<file path="src/rtl/snap_pkg.sv">
package snap_pkg;
  typedef enum logic [2:0] {
    ST_IDLE, ST_SETTLE, ST_FILL, ST_CONT, ST_WAIT, ST_READ
  } snapState_t;

  // strobes from control to datapath
  typedef struct packed {
    logic wrClr;
    logic wrInc;
    logic rdLoad;
    logic rdInc;
  } snapStrb_t;

  localparam logic [1:0] MODE_SINGLE = 2'b00;
  localparam logic [1:0] MODE_CONT   = 2'b01;
endpackage

</file>
<file path="src/rtl/snap_dpath.sv">
module snap_dpath
  import snap_pkg::*;
#(
  parameter int ADDR_W = 14,
  parameter int LEN_W  = 8,
  parameter int BLK_W  = 6
) (
  input  logic              clk,
  input  logic              rstN,
  input  snapStrb_t         strb,
  input  logic [LEN_W-1:0]  fillLen,
  output logic              wrLast,
  output logic              rdLast,
  output logic [ADDR_W-1:0] memAddr
);
  localparam int CAP_W = ADDR_W + 1;

  logic [CAP_W-1:0]  capLen, rdLeft;
  logic [ADDR_W-1:0] wrPtr, rdPtr, lastIdx;
  logic              wrapped;

  assign capLen  = (CAP_W'(fillLen) + CAP_W'(1)) << BLK_W;
  assign lastIdx = ADDR_W'(capLen - CAP_W'(1));
  assign wrLast  = (wrPtr == lastIdx);
  assign rdLast  = (rdLeft == CAP_W'(1));
  assign memAddr = strb.rdInc ? rdPtr : wrPtr;

  function automatic logic [ADDR_W-1:0] nextIdx(input logic [ADDR_W-1:0] p);
    return (p == lastIdx) ? '0 : p + ADDR_W'(1);
  endfunction

  always_ff @(posedge clk or negedge rstN) begin
    if (!rstN) begin
      wrPtr   <= '0;
      wrapped <= 1'b0;
      rdPtr   <= '0;
      rdLeft  <= '0;
    end else begin
      if (strb.wrClr) begin
        wrPtr   <= '0;
        wrapped <= 1'b0;
      end else if (strb.wrInc) begin
        wrPtr <= nextIdx(wrPtr);
        if (wrLast) wrapped <= 1'b1;
      end
      if (strb.rdLoad) begin
        // oldest retained sample sits at the write pointer once wrapped
        rdPtr  <= wrapped ? wrPtr : '0;
        rdLeft <= wrapped ? capLen : {1'b0, wrPtr};
      end else if (strb.rdInc) begin
        rdPtr  <= nextIdx(rdPtr);
        rdLeft <= rdLeft - CAP_W'(1);
      end
    end
  end
endmodule

</file>
<file path="src/rtl/snap_ctrl.sv">
module snap_ctrl
  import snap_pkg::*;
#(
  parameter int HOLD_W    = 16,
  parameter int SETTLE_W  = 16,
  parameter int FILL_LAT  = 13,
  parameter int EMPTY_LAT = 24
) (
  input  logic                clk,
  input  logic                rstN,
  input  logic                fillPin,
  input  logic                swFill,
  input  logic                dumpReq,
  input  logic [1:0]          fillMode,
  input  logic [HOLD_W-1:0]   holdOff,
  input  logic [SETTLE_W-1:0] settleCnt,
  input  logic                stbyAfter,
  input  logic                wrLast,
  input  logic                rdLast,
  output snapStrb_t           strb,
  output logic                memWe,
  output logic                memRe,
  output logic                fullFlag,
  output logic                emptyFlag,
  output logic                convStandby
);
  localparam int CNT_W = $clog2(EMPTY_LAT + 1);

  snapState_t          state;
  logic [CNT_W-1:0]    cnt;
  logic [SETTLE_W-1:0] scnt;
  logic [HOLD_W-1:0]   hcnt;
  logic                pend;
  logic                trig, needSettle, beginCap;

  // effective trigger: strobe, undelayed pin, or hold-off expiry
  assign trig = swFill | (fillPin & (holdOff == '0)) | (pend & (hcnt == HOLD_W'(1)));
  assign needSettle = convStandby & (settleCnt != '0);

  always_comb begin
    beginCap = 1'b0;
    case (state)
      ST_IDLE:   beginCap = trig & ~needSettle;
      ST_SETTLE: beginCap = ~trig & (scnt == settleCnt - SETTLE_W'(1));
      ST_FILL:   beginCap = trig;
      default:   beginCap = 1'b0;
    endcase
  end

  always_comb begin
    strb        = '0;
    strb.wrClr  = beginCap;
    strb.wrInc  = (state == ST_CONT) |
                  ((state == ST_FILL) & ~trig & (cnt >= CNT_W'(FILL_LAT)));
    strb.rdLoad = (state == ST_WAIT) & dumpReq;
    strb.rdInc  = (state == ST_READ);
  end

  assign memWe = strb.wrInc;
  assign memRe = strb.rdInc;

  always_ff @(posedge clk or negedge rstN) begin
    if (!rstN) begin
      state       <= ST_IDLE;
      cnt         <= '0;
      scnt        <= '0;
      hcnt        <= '0;
      pend        <= 1'b0;
      fullFlag    <= 1'b0;
      emptyFlag   <= 1'b1;
      convStandby <= 1'b0;
    end else begin
      if (fillPin && holdOff != '0) begin
        pend <= 1'b1;
        hcnt <= holdOff;
      end else if (pend) begin
        hcnt <= hcnt - HOLD_W'(1);
        if (hcnt == HOLD_W'(1)) pend <= 1'b0;
      end

      if (state == ST_IDLE && trig) convStandby <= 1'b0;

      if (beginCap) begin
        state <= (state == ST_FILL || fillMode != MODE_CONT) ? ST_FILL : ST_CONT;
        cnt   <= '0;
      end else begin
        case (state)
          ST_IDLE: if (trig) begin
            state <= ST_SETTLE;
            scnt  <= '0;
          end
          ST_SETTLE: scnt <= trig ? '0 : scnt + SETTLE_W'(1);
          ST_FILL: begin
            if (cnt != CNT_W'(EMPTY_LAT)) cnt <= cnt + CNT_W'(1);
            if (cnt == CNT_W'(EMPTY_LAT - 1)) emptyFlag <= 1'b0;
            if (strb.wrInc && wrLast) begin
              fullFlag    <= 1'b1;
              state       <= ST_WAIT;
              convStandby <= stbyAfter;
            end
          end
          ST_CONT: begin
            emptyFlag <= 1'b0;
            if (trig) begin
              fullFlag    <= 1'b1;
              state       <= ST_WAIT;
              convStandby <= stbyAfter;
            end
          end
          ST_WAIT: if (dumpReq) state <= ST_READ;
          ST_READ: if (rdLast) begin
            state     <= ST_IDLE;
            emptyFlag <= 1'b1;
            fullFlag  <= 1'b0;
          end
          default: state <= ST_IDLE;
        endcase
      end
    end
  end
endmodule

</file>
<file path="src/rtl/snapshot_capture.sv">
module snapshot_capture
  import snap_pkg::*;
#(
  parameter int DATA_W    = 12,
  parameter int ADDR_W    = 14,
  parameter int LEN_W     = 8,
  parameter int BLK_W     = 6,
  parameter int HOLD_W    = 16,
  parameter int SETTLE_W  = 16,
  parameter int FILL_LAT  = 13,
  parameter int EMPTY_LAT = 24
) (
  input  logic                clk,
  input  logic                rstN,
  input  logic                fillPin,
  input  logic                swFill,
  input  logic                dumpReq,
  input  logic [1:0]          fillMode,
  input  logic [LEN_W-1:0]    fillLen,
  input  logic [HOLD_W-1:0]   holdOff,
  input  logic [SETTLE_W-1:0] settleCnt,
  input  logic                stbyAfter,
  input  logic [DATA_W-1:0]   sampleIn,
  output logic                memWe,
  output logic                memRe,
  output logic [ADDR_W-1:0]   memAddr,
  output logic [DATA_W-1:0]   memWdata,
  output logic                fullFlag,
  output logic                emptyFlag,
  output logic                convStandby
);
  snapStrb_t strb;
  logic      wrLast, rdLast;

  assign memWdata = sampleIn;

  snap_ctrl #(
    .HOLD_W(HOLD_W), .SETTLE_W(SETTLE_W),
    .FILL_LAT(FILL_LAT), .EMPTY_LAT(EMPTY_LAT)
  ) ctrl_i (
    .clk(clk), .rstN(rstN), .fillPin(fillPin), .swFill(swFill),
    .dumpReq(dumpReq), .fillMode(fillMode), .holdOff(holdOff),
    .settleCnt(settleCnt), .stbyAfter(stbyAfter), .wrLast(wrLast),
    .rdLast(rdLast), .strb(strb), .memWe(memWe), .memRe(memRe),
    .fullFlag(fullFlag), .emptyFlag(emptyFlag), .convStandby(convStandby)
  );

  snap_dpath #(
    .ADDR_W(ADDR_W), .LEN_W(LEN_W), .BLK_W(BLK_W)
  ) dpath_i (
    .clk(clk), .rstN(rstN), .strb(strb), .fillLen(fillLen),
    .wrLast(wrLast), .rdLast(rdLast), .memAddr(memAddr)
  );
endmodule

</file>
<file path="config.mk">
export PLATFORM = sky130hd
export DESIGN_NAME = snapshot_capture
export DESIGN_NICKNAME = d
export VERILOG_FILES = /design/src/rtl/snap_pkg.sv /design/src/rtl/snap_dpath.sv /design/src/rtl/snap_ctrl.sv /design/src/rtl/snapshot_capture.sv
export SDC_FILE = /design/constraint.sdc
export NUM_CORES = 1
export LEC_CHECK = 0
export CAP_MARGIN = 20
export CELL_PAD_IN_SITES_DETAIL_PLACEMENT = 2
export CELL_PAD_IN_SITES_GLOBAL_PLACEMENT = 2
export CORE_MARGIN = 2
export CORE_UTILIZATION = 30
export CTS_CLUSTER_SIZE = 14
export DETAILED_ROUTE_END_ITERATION = 10
export GPL_ROUTABILITY_DRIVEN = 0
export GPL_TIMING_DRIVEN = 0
export PLACE_DENSITY = 0.85
export RECOVER_POWER = 50
export SLEW_MARGIN = 20
export SYNTH_ARGS = -nofsm -noshare
export SYNTH_HDL_FRONTEND = slang
export SYNTH_SLANG_ARGS = --single-unit
</file>
<file path="constraint.sdc">
create_clock -name clk -period 4.15 [get_ports clk]
set_input_delay 0.83 -clock clk [delete_from_list [all_inputs] [get_ports clk]]
set_output_delay 0.83 -clock clk [all_outputs]
set_load 0.05 [all_outputs]
</file>
==> flow_summary.ini, run 1 <==
[status]
outcome = finished, violations left
violations = capacitance limit, slew limit

[timing]
hold_viol_final = 0
slew_viol_final = 68
post-route-period-util = 0.970
fin_crit_ps = 4030
finalSetupTns_ps = 0
hold_ws_ps = 578
tightest_slew_ps = 1800
setup_viol = 0
slew_headroom = -0.201
skew_ps = 8.12
worst_slack_ps = 123
fmax_mhz = 248
rsz0062_at_grt = false

[worst_setup_path]
crit_arrival_ps = 3200
cp-start-kind = input pin
crit_type = input pin to primary output
reg2reg_from = dpath_i.wrPtr[0]$_DFFE_PN0P_
worstRegToRegCells = 11
end_kind = primary output
worstPathRequired_ps = 3320
r2r_slack_ps = 870
r2r_end = dpath_i.wrPtr[2]$_DFFE_PN0P_
cp_max_fo = 10

[logic_synthesis]
yosysSeqAreaShare = 0.339
syn_area_per_cell_um2 = 8.08
synth_ff_type = dfrtp_1
ys_ff_latch = 88
synth_cell_types = 71
syn_area_mm2 = 0.00651
synth_edf_count = 0
synth_async_sr_flop_share = 1.00
syn-num-nets = 877
synth_cells = 805
yosys_warnings = 0

[floorplanning]
die_x_um = 151
core_area_mm2 = 0.0212
std_cell_rows = 53
die_y_um = 151
start_util = 0.308
pin_count = 91
die_area_mm2 = 0.0229

[cts]
numCtsBuffers = 9
cts_sinks = 88
clockBufferDepth = 2
ctsHoldBuffers = 0
htree_levels = 3
clkTransAtPathRegs_ps = 60
root_buffer = clkbuf_16
clock_latency_ps = 350
cts_tree = done

[routing]
ant_nets = 0
routed_wl_mm = 22.7
routedWlPerCell_um = 19.4
drtPass1Iterations = 4
drcViolationCount = 0
first_iter_violations = 241
vias = 6398
routed_via_density = 5.46

[finish]
layout_commonest_cell = nand2_1
area_growth_pct = 22.7
instances_no_fill = 1171
finish.net_count = 963
fin_util = 0.377
design_area_mm2 = 0.00798
layout_common_cells = 93 x nand2_1, 87 x dfrtp_1, 82 x nor2_1
drive_gt1_frac = 0.0982
diodes = 0

[placed_design]
dp_cells = 1155
numPortBuffers = 74
dp_hpwl_mm = 16.9
dpl_cell_area_mm2 = 0.00762
post-place-ws_ps = -970

[global_route]
overflow = 0
grt.total_usage = 0.207
grt_start_max_net_pins = 68
antenna_found_initial = 0
grt_pass1_wl_mm = 37.4
grt_pass1_vias = 6966

[run]
drv_cap = 1

[power]
power_mw = 3.58
cellPowerDensity_mw_per_mm2 = 448
irDropWorstVdd_mv = 0.211
p_leak_nw = 3.05

[hold_path]
min_from = dpath_i.rdLeft[14]$_DFFE_PN0P_
holdPathEnd = dpath_i.rdLeft[14]$_DFFE_PN0P_
whs_path_depth = 1
hold_class = flip-flop to flip-flop
-- worst max-delay path, stage by stage --
cell             delay, ps
clkdlybuf4s50_1        510
nor4_1                  80
nand4_1                130
o21ai_1                120
buf_6                  190
a221oi_4               460
clkbuf_1               430
clkdlybuf4s15_2        450
-- flip-flops by register name (all words and copies together) (netlist names) --
| register | cells |
|---|---|
| ctrl_i.cnt | 5 |
| ctrl_i.convStandby | 1 |
| ctrl_i.emptyFlag | 1 |
| ctrl_i.fullFlag | 1 |
| ctrl_i.hcnt | 16 |
| ctrl_i.pend | 1 |
| ctrl_i.scnt | 16 |
| ctrl_i.state | 3 |
| dpath_i.rdLeft | 15 |
| dpath_i.rdPtr | 14 |
| dpath_i.wrPtr | 14 |
| dpath_i.wrapped | 1 |
-- routing by layer --
metal  track usage  wire length, um  up-vias
met1         0.280            10600     3250
met4        0.0645              395        0
met5             0                0        -
met2         0.348            11000       98
li1              -                -     3020
met3        0.0214              651       30
-- power by group --
| group | total, mW | internal [mW] | switching [mW] |
|---|---|---|---|
| Combinational | 1.34 | 0.491 | 0.854 |
| Sequential | 1.26 | 1.03 | 0.233 |
| Clock | 0.970 | 0.606 | 0.364 |
| Total | 3.58 | 2.13 | 1.45 |
-- synth_stat cells (7+ instances only) --
cell type | instances | area [um^2]
inv_1 | 17 | 63.8
buf_4 | 13 | 97.6
or4_1 | 8 | 60.1
clkbuf_1 | 30 | 113
a21oi_1 | 59 | 295
or3_2 | 7 | 52.6
nand2_1 | 93 | 349
xor2_1 | 43 | 377
nor4_1 | 23 | 144
nor2_1 | 83 | 312
dfrtp_1 | 87 | 2180
nor2b_1 | 9 | 56.3
nand2b_1 | 9 | 56.3
nor3_1 | 24 | 120
ha_1 | 12 | 150
o21ai_0 | 38 | 190
xnor2_1 | 44 | 385
a31oi_1 | 8 | 50.1
a21oi_2 | 11 | 96.3
nand3_1 | 42 | 210
nand4_1 | 18 | 113
and3_1 | 15 | 93.8
or3_1 | 8 | 50.1
o21ai_2 | 8 | 70.1
mux2i_1 | 7 | 70.1
o31ai_1 | 7 | 52.6
-- area by class of cell --
class	instances	area (um^2)
inverter	18	68.8
sequential	88	2200
buffer	50	263
tap	275	344
clock buffer	11	243
timing repair buffer	77	756
fill	2381	13200
clock inverter	5	104
multi-input combinational	647	4000
-- timing repair --
action,4_1_cts,5_1_grt
setup endpoints to repair,16,17
buffers inserted,0,2
resized for setup,8,5
hold endpoints to repair,0,0
pin swaps,0,1
-- cell families after synthesis --
| group | count (synthesis) | synth area share |
|---|---|---|
| buf+inv | 70 | 0.0515 |
| fa+ha+maj | 12 | 0.0231 |
| simple gates | 374 | 0.294 |
| compound gates | 163 | 0.156 |
| xor+xnor | 88 | 0.121 |
| mux | 10 | 0.0160 |
| flops | 88 | 0.339 |
-- how the worst max path moves through the flow --
stage	from	endpoint	slack, ps	depth (start not counted)
final	holdOff[14]	memWe	120	8
after global routing	holdOff[13]	memWe	20	8
after CTS	holdOff[13]	memWe	50	8
after detailed placement	holdOff[13]	memWe	-970	8
after global placement	rstN	dpath_i.rdLeft[12]$_DFFE_PN0P_	-1430	1
after floorplan	settleCnt[0]	ctrl_i.state[0]$_DFFE_PN0P_	900	10
No activity file was read; power rests on OpenSTA's default activity.
==> run 2, diff against run 1 <==
--- a/config.mk
+++ b/config.mk
@@ -10,12 +10,14 @@
 export CELL_PAD_IN_SITES_GLOBAL_PLACEMENT = 2
 export CORE_MARGIN = 2
 export CORE_UTILIZATION = 30
+export CTS_BUF_LIST = sky130_fd_sc_hd__clkbuf_8
 export CTS_CLUSTER_SIZE = 14
 export DETAILED_ROUTE_END_ITERATION = 10
 export GPL_ROUTABILITY_DRIVEN = 0
 export GPL_TIMING_DRIVEN = 0
 export PLACE_DENSITY = 0.85
 export RECOVER_POWER = 50
+export REMOVE_ABC_BUFFERS = 1
 export SLEW_MARGIN = 20
 export SYNTH_ARGS = -nofsm -noshare
 export SYNTH_HDL_FRONTEND = slang
==> flow_summary.ini, run 2 (same netlist as run 1, synthesis figures left out) <==
[finish]
finish.net_count = 908
layout_common_cells = 92 x nand2_1, 87 x dfrtp_1, 82 x nor2_1
layout_commonest_cell = nand2_1
design_area_mm2 = 0.00754
fillers = 2381
diodes = 0
drive_gt1_frac = 0.0868
area_growth_pct = 15.8
reg_top3 = ctrl_i.hcnt x16, ctrl_i.scnt x16, dpath_i.rdLeft x15
fin_util = 0.356

[cts]
clkTransAtPathRegs_ps = 90
htree_levels = 3
numCtsBuffers = 9
clockBufferDepth = 2
clock_latency_ps = 390
ctsHoldBuffers = 0
root_buffer = clkbuf_8
cts_sinks = 88
cts_tree = done

[power]
p_sw_mw = 1.38
power_mw = 3.14
p_leak_nw = 2.87
seq_power_share = 0.413
swShare = 0.438
cellPowerDensity_mw_per_mm2 = 417
p_int_mw = 1.76
irDropWorstVdd_mv = 0.181
clkPwrFrac = 0.191
comb_power_share = 0.397

[worst_setup_path]
r2r_slack_ps = 750
cp-start-kind = input pin
critPathTopFamily = simple AND/OR/NAND/NOR gates
crit_arrival_ps = 4130
path_buf_inv = 2
end_kind = flip-flop
cp_max_fo = 14
crit_type = input pin to flip-flop
worstPathRequired_ps = 4410
critPathSlowestCell = or4b_2
slowest_delay_ps = 700
path_cells = clkdlybuf4s50_1 > inv_1 > ha_1 > nor2b_2 > a21oi_1 > or4b_2 > nor4_1 > nand4_2 > o21ai_4 > or3_2 > a21oi_2

[timing]
worst_slack_ps = 275
fin_crit_ps = 3870
hold_ws_ps = 519
post-route-period-util = 0.934
hold_viol_final = 0
tightest_slew_ps = 1860
skew_ps = 22.0
slew_viol_final = 91
rsz0062_at_grt = false
setup_viol = 0
fmax_mhz = 258
slew_headroom = -0.237

[routing]
routedWlPerCell_um = 19.1
vias = 6104
first_iter_violations = 206
drtPass1Iterations = 4
drcViolationCount = 0
ant_nets = 0
routed_wl_mm = 21.3
routed_via_density = 5.47

[floorplanning]
die_area_mm2 = 0.0229
core_area_mm2 = 0.0212
die_y_um = 151
std_cell_rows = 53
die_x_um = 151
pin_count = 91
start_util = 0.308

[placed_design]
dpl_cell_area_mm2 = 0.00731
dp_hpwl_mm = 15.3
numPortBuffers = 66
post-place-ws_ps = -418

[hold_path]
hold_class = flip-flop to flip-flop

[global_route]
grt_pass1_wl_mm = 35.0
grt_pass1_vias = 6641
grt_start_max_net_pins = 59
grt.total_usage = 0.194
overflow = 0
antenna_found_initial = 0

[status]
outcome = finished, violations left
violations = capacitance limit, slew limit

[run]
drv_cap = 2
-- run 2: changes by cell type in the layout (fill, tap and decap cells not counted), moves of 3 or more --
cell,change
dlygate4sd3_1,-5
clkbuf_1,-30
clkbuf_16,-9
bufinv_16,-3
clkbuf_8,+11
buf_4,-13
clkdlybuf4s50_1,-3
-- run 2: final timing paths --
check | endpoint | cells after the start | start
max | ctrl_i.scnt[9]$_DFFE_PN0P_ | 11 | settleCnt[0]
min | ctrl_i.emptyFlag$_DFFE_PN1P_ | 2 | ctrl_i.emptyFlag$_DFFE_PN1P_
max reg2reg | ctrl_i.scnt[9]$_DFFE_PN0P_ | 8 | ctrl_i.state[0]$_DFFE_PN0P_
min reg2reg | ctrl_i.emptyFlag$_DFFE_PN1P_ | 2 | ctrl_i.emptyFlag$_DFFE_PN1P_
max in group asynchronous | dpath_i.rdLeft[0]$_DFFE_PN0P_ | 2 | rstN
min in group asynchronous | dpath_i.rdPtr[9]$_DFFE_PN0P_ | 1 | rstN
-- run 2: final cells by class --
cell class / instances / area (um^2) / area share
clock buffers: 12 / 165 / 0.0219
inverters: 18 / 72.6 / 0.00963
flip-flops and latches: 88 / 2200 / 0.292
repair buffers: 71 / 704 / 0.0934
well taps: 275 / 344 / 0.0456
multi-input cells: 648 / 4030 / 0.534
clock inverters: 4 / 21.3 / 0.00282
-- run 2: power groups by stage --
stage                     combinational (mW)  sequential [mW]  clock (mW)
after floorplan                        0.775             1.24           0
after global placement                  1.10             1.29           0
after detailed placement                1.17             1.30           0
after CTS                               1.22             1.29       0.619
after global routing                    1.39             1.33       0.652
final                                   1.25             1.30       0.599
-- run 2: routing by layer --
metal	wire length, um	vias to the layer above	share of wire	GRT usage
met5	0	-	0	0
met4	342	0	0.016	0.0645
met3	446	22	0.021	0.0250
met2	10500	75	0.49	0.331
met1	10000	3096	0.47	0.254
li1	-	2911	-	-
-- run 2: stage by stage --
stage	TNS, ps	cells
finish	0	1116
global route	0	1116
CTS	0	1115
detailed placement	-8720	1098
global placement	-149650	1094
floorplan	-3200	753
-- run 2: what timing repair did --
action,CTS,global route
cloned,1,0
endpoints found under the setup margin,20,41
gates resized for setup,5,5
buffers inserted,0,1
pin swaps,1,1
-- run 2: tightest hold or removal path, delay by kind of cell, from the launching register on --
family         cells  cell delay (ps)
flip-flops         1              380
AO/OA/AOI/OAI      2              130
==> run 3, diff against run 2 <==
--- a/config.mk
+++ b/config.mk
@@ -5,7 +5,6 @@
 export SDC_FILE = /design/constraint.sdc
 export NUM_CORES = 1
 export LEC_CHECK = 0
-export CAP_MARGIN = 20
 export CELL_PAD_IN_SITES_DETAIL_PLACEMENT = 2
 export CELL_PAD_IN_SITES_GLOBAL_PLACEMENT = 2
 export CORE_MARGIN = 2
==> results of run 3 <==
Final layout, timing and power as in run 2 (identical DEF).
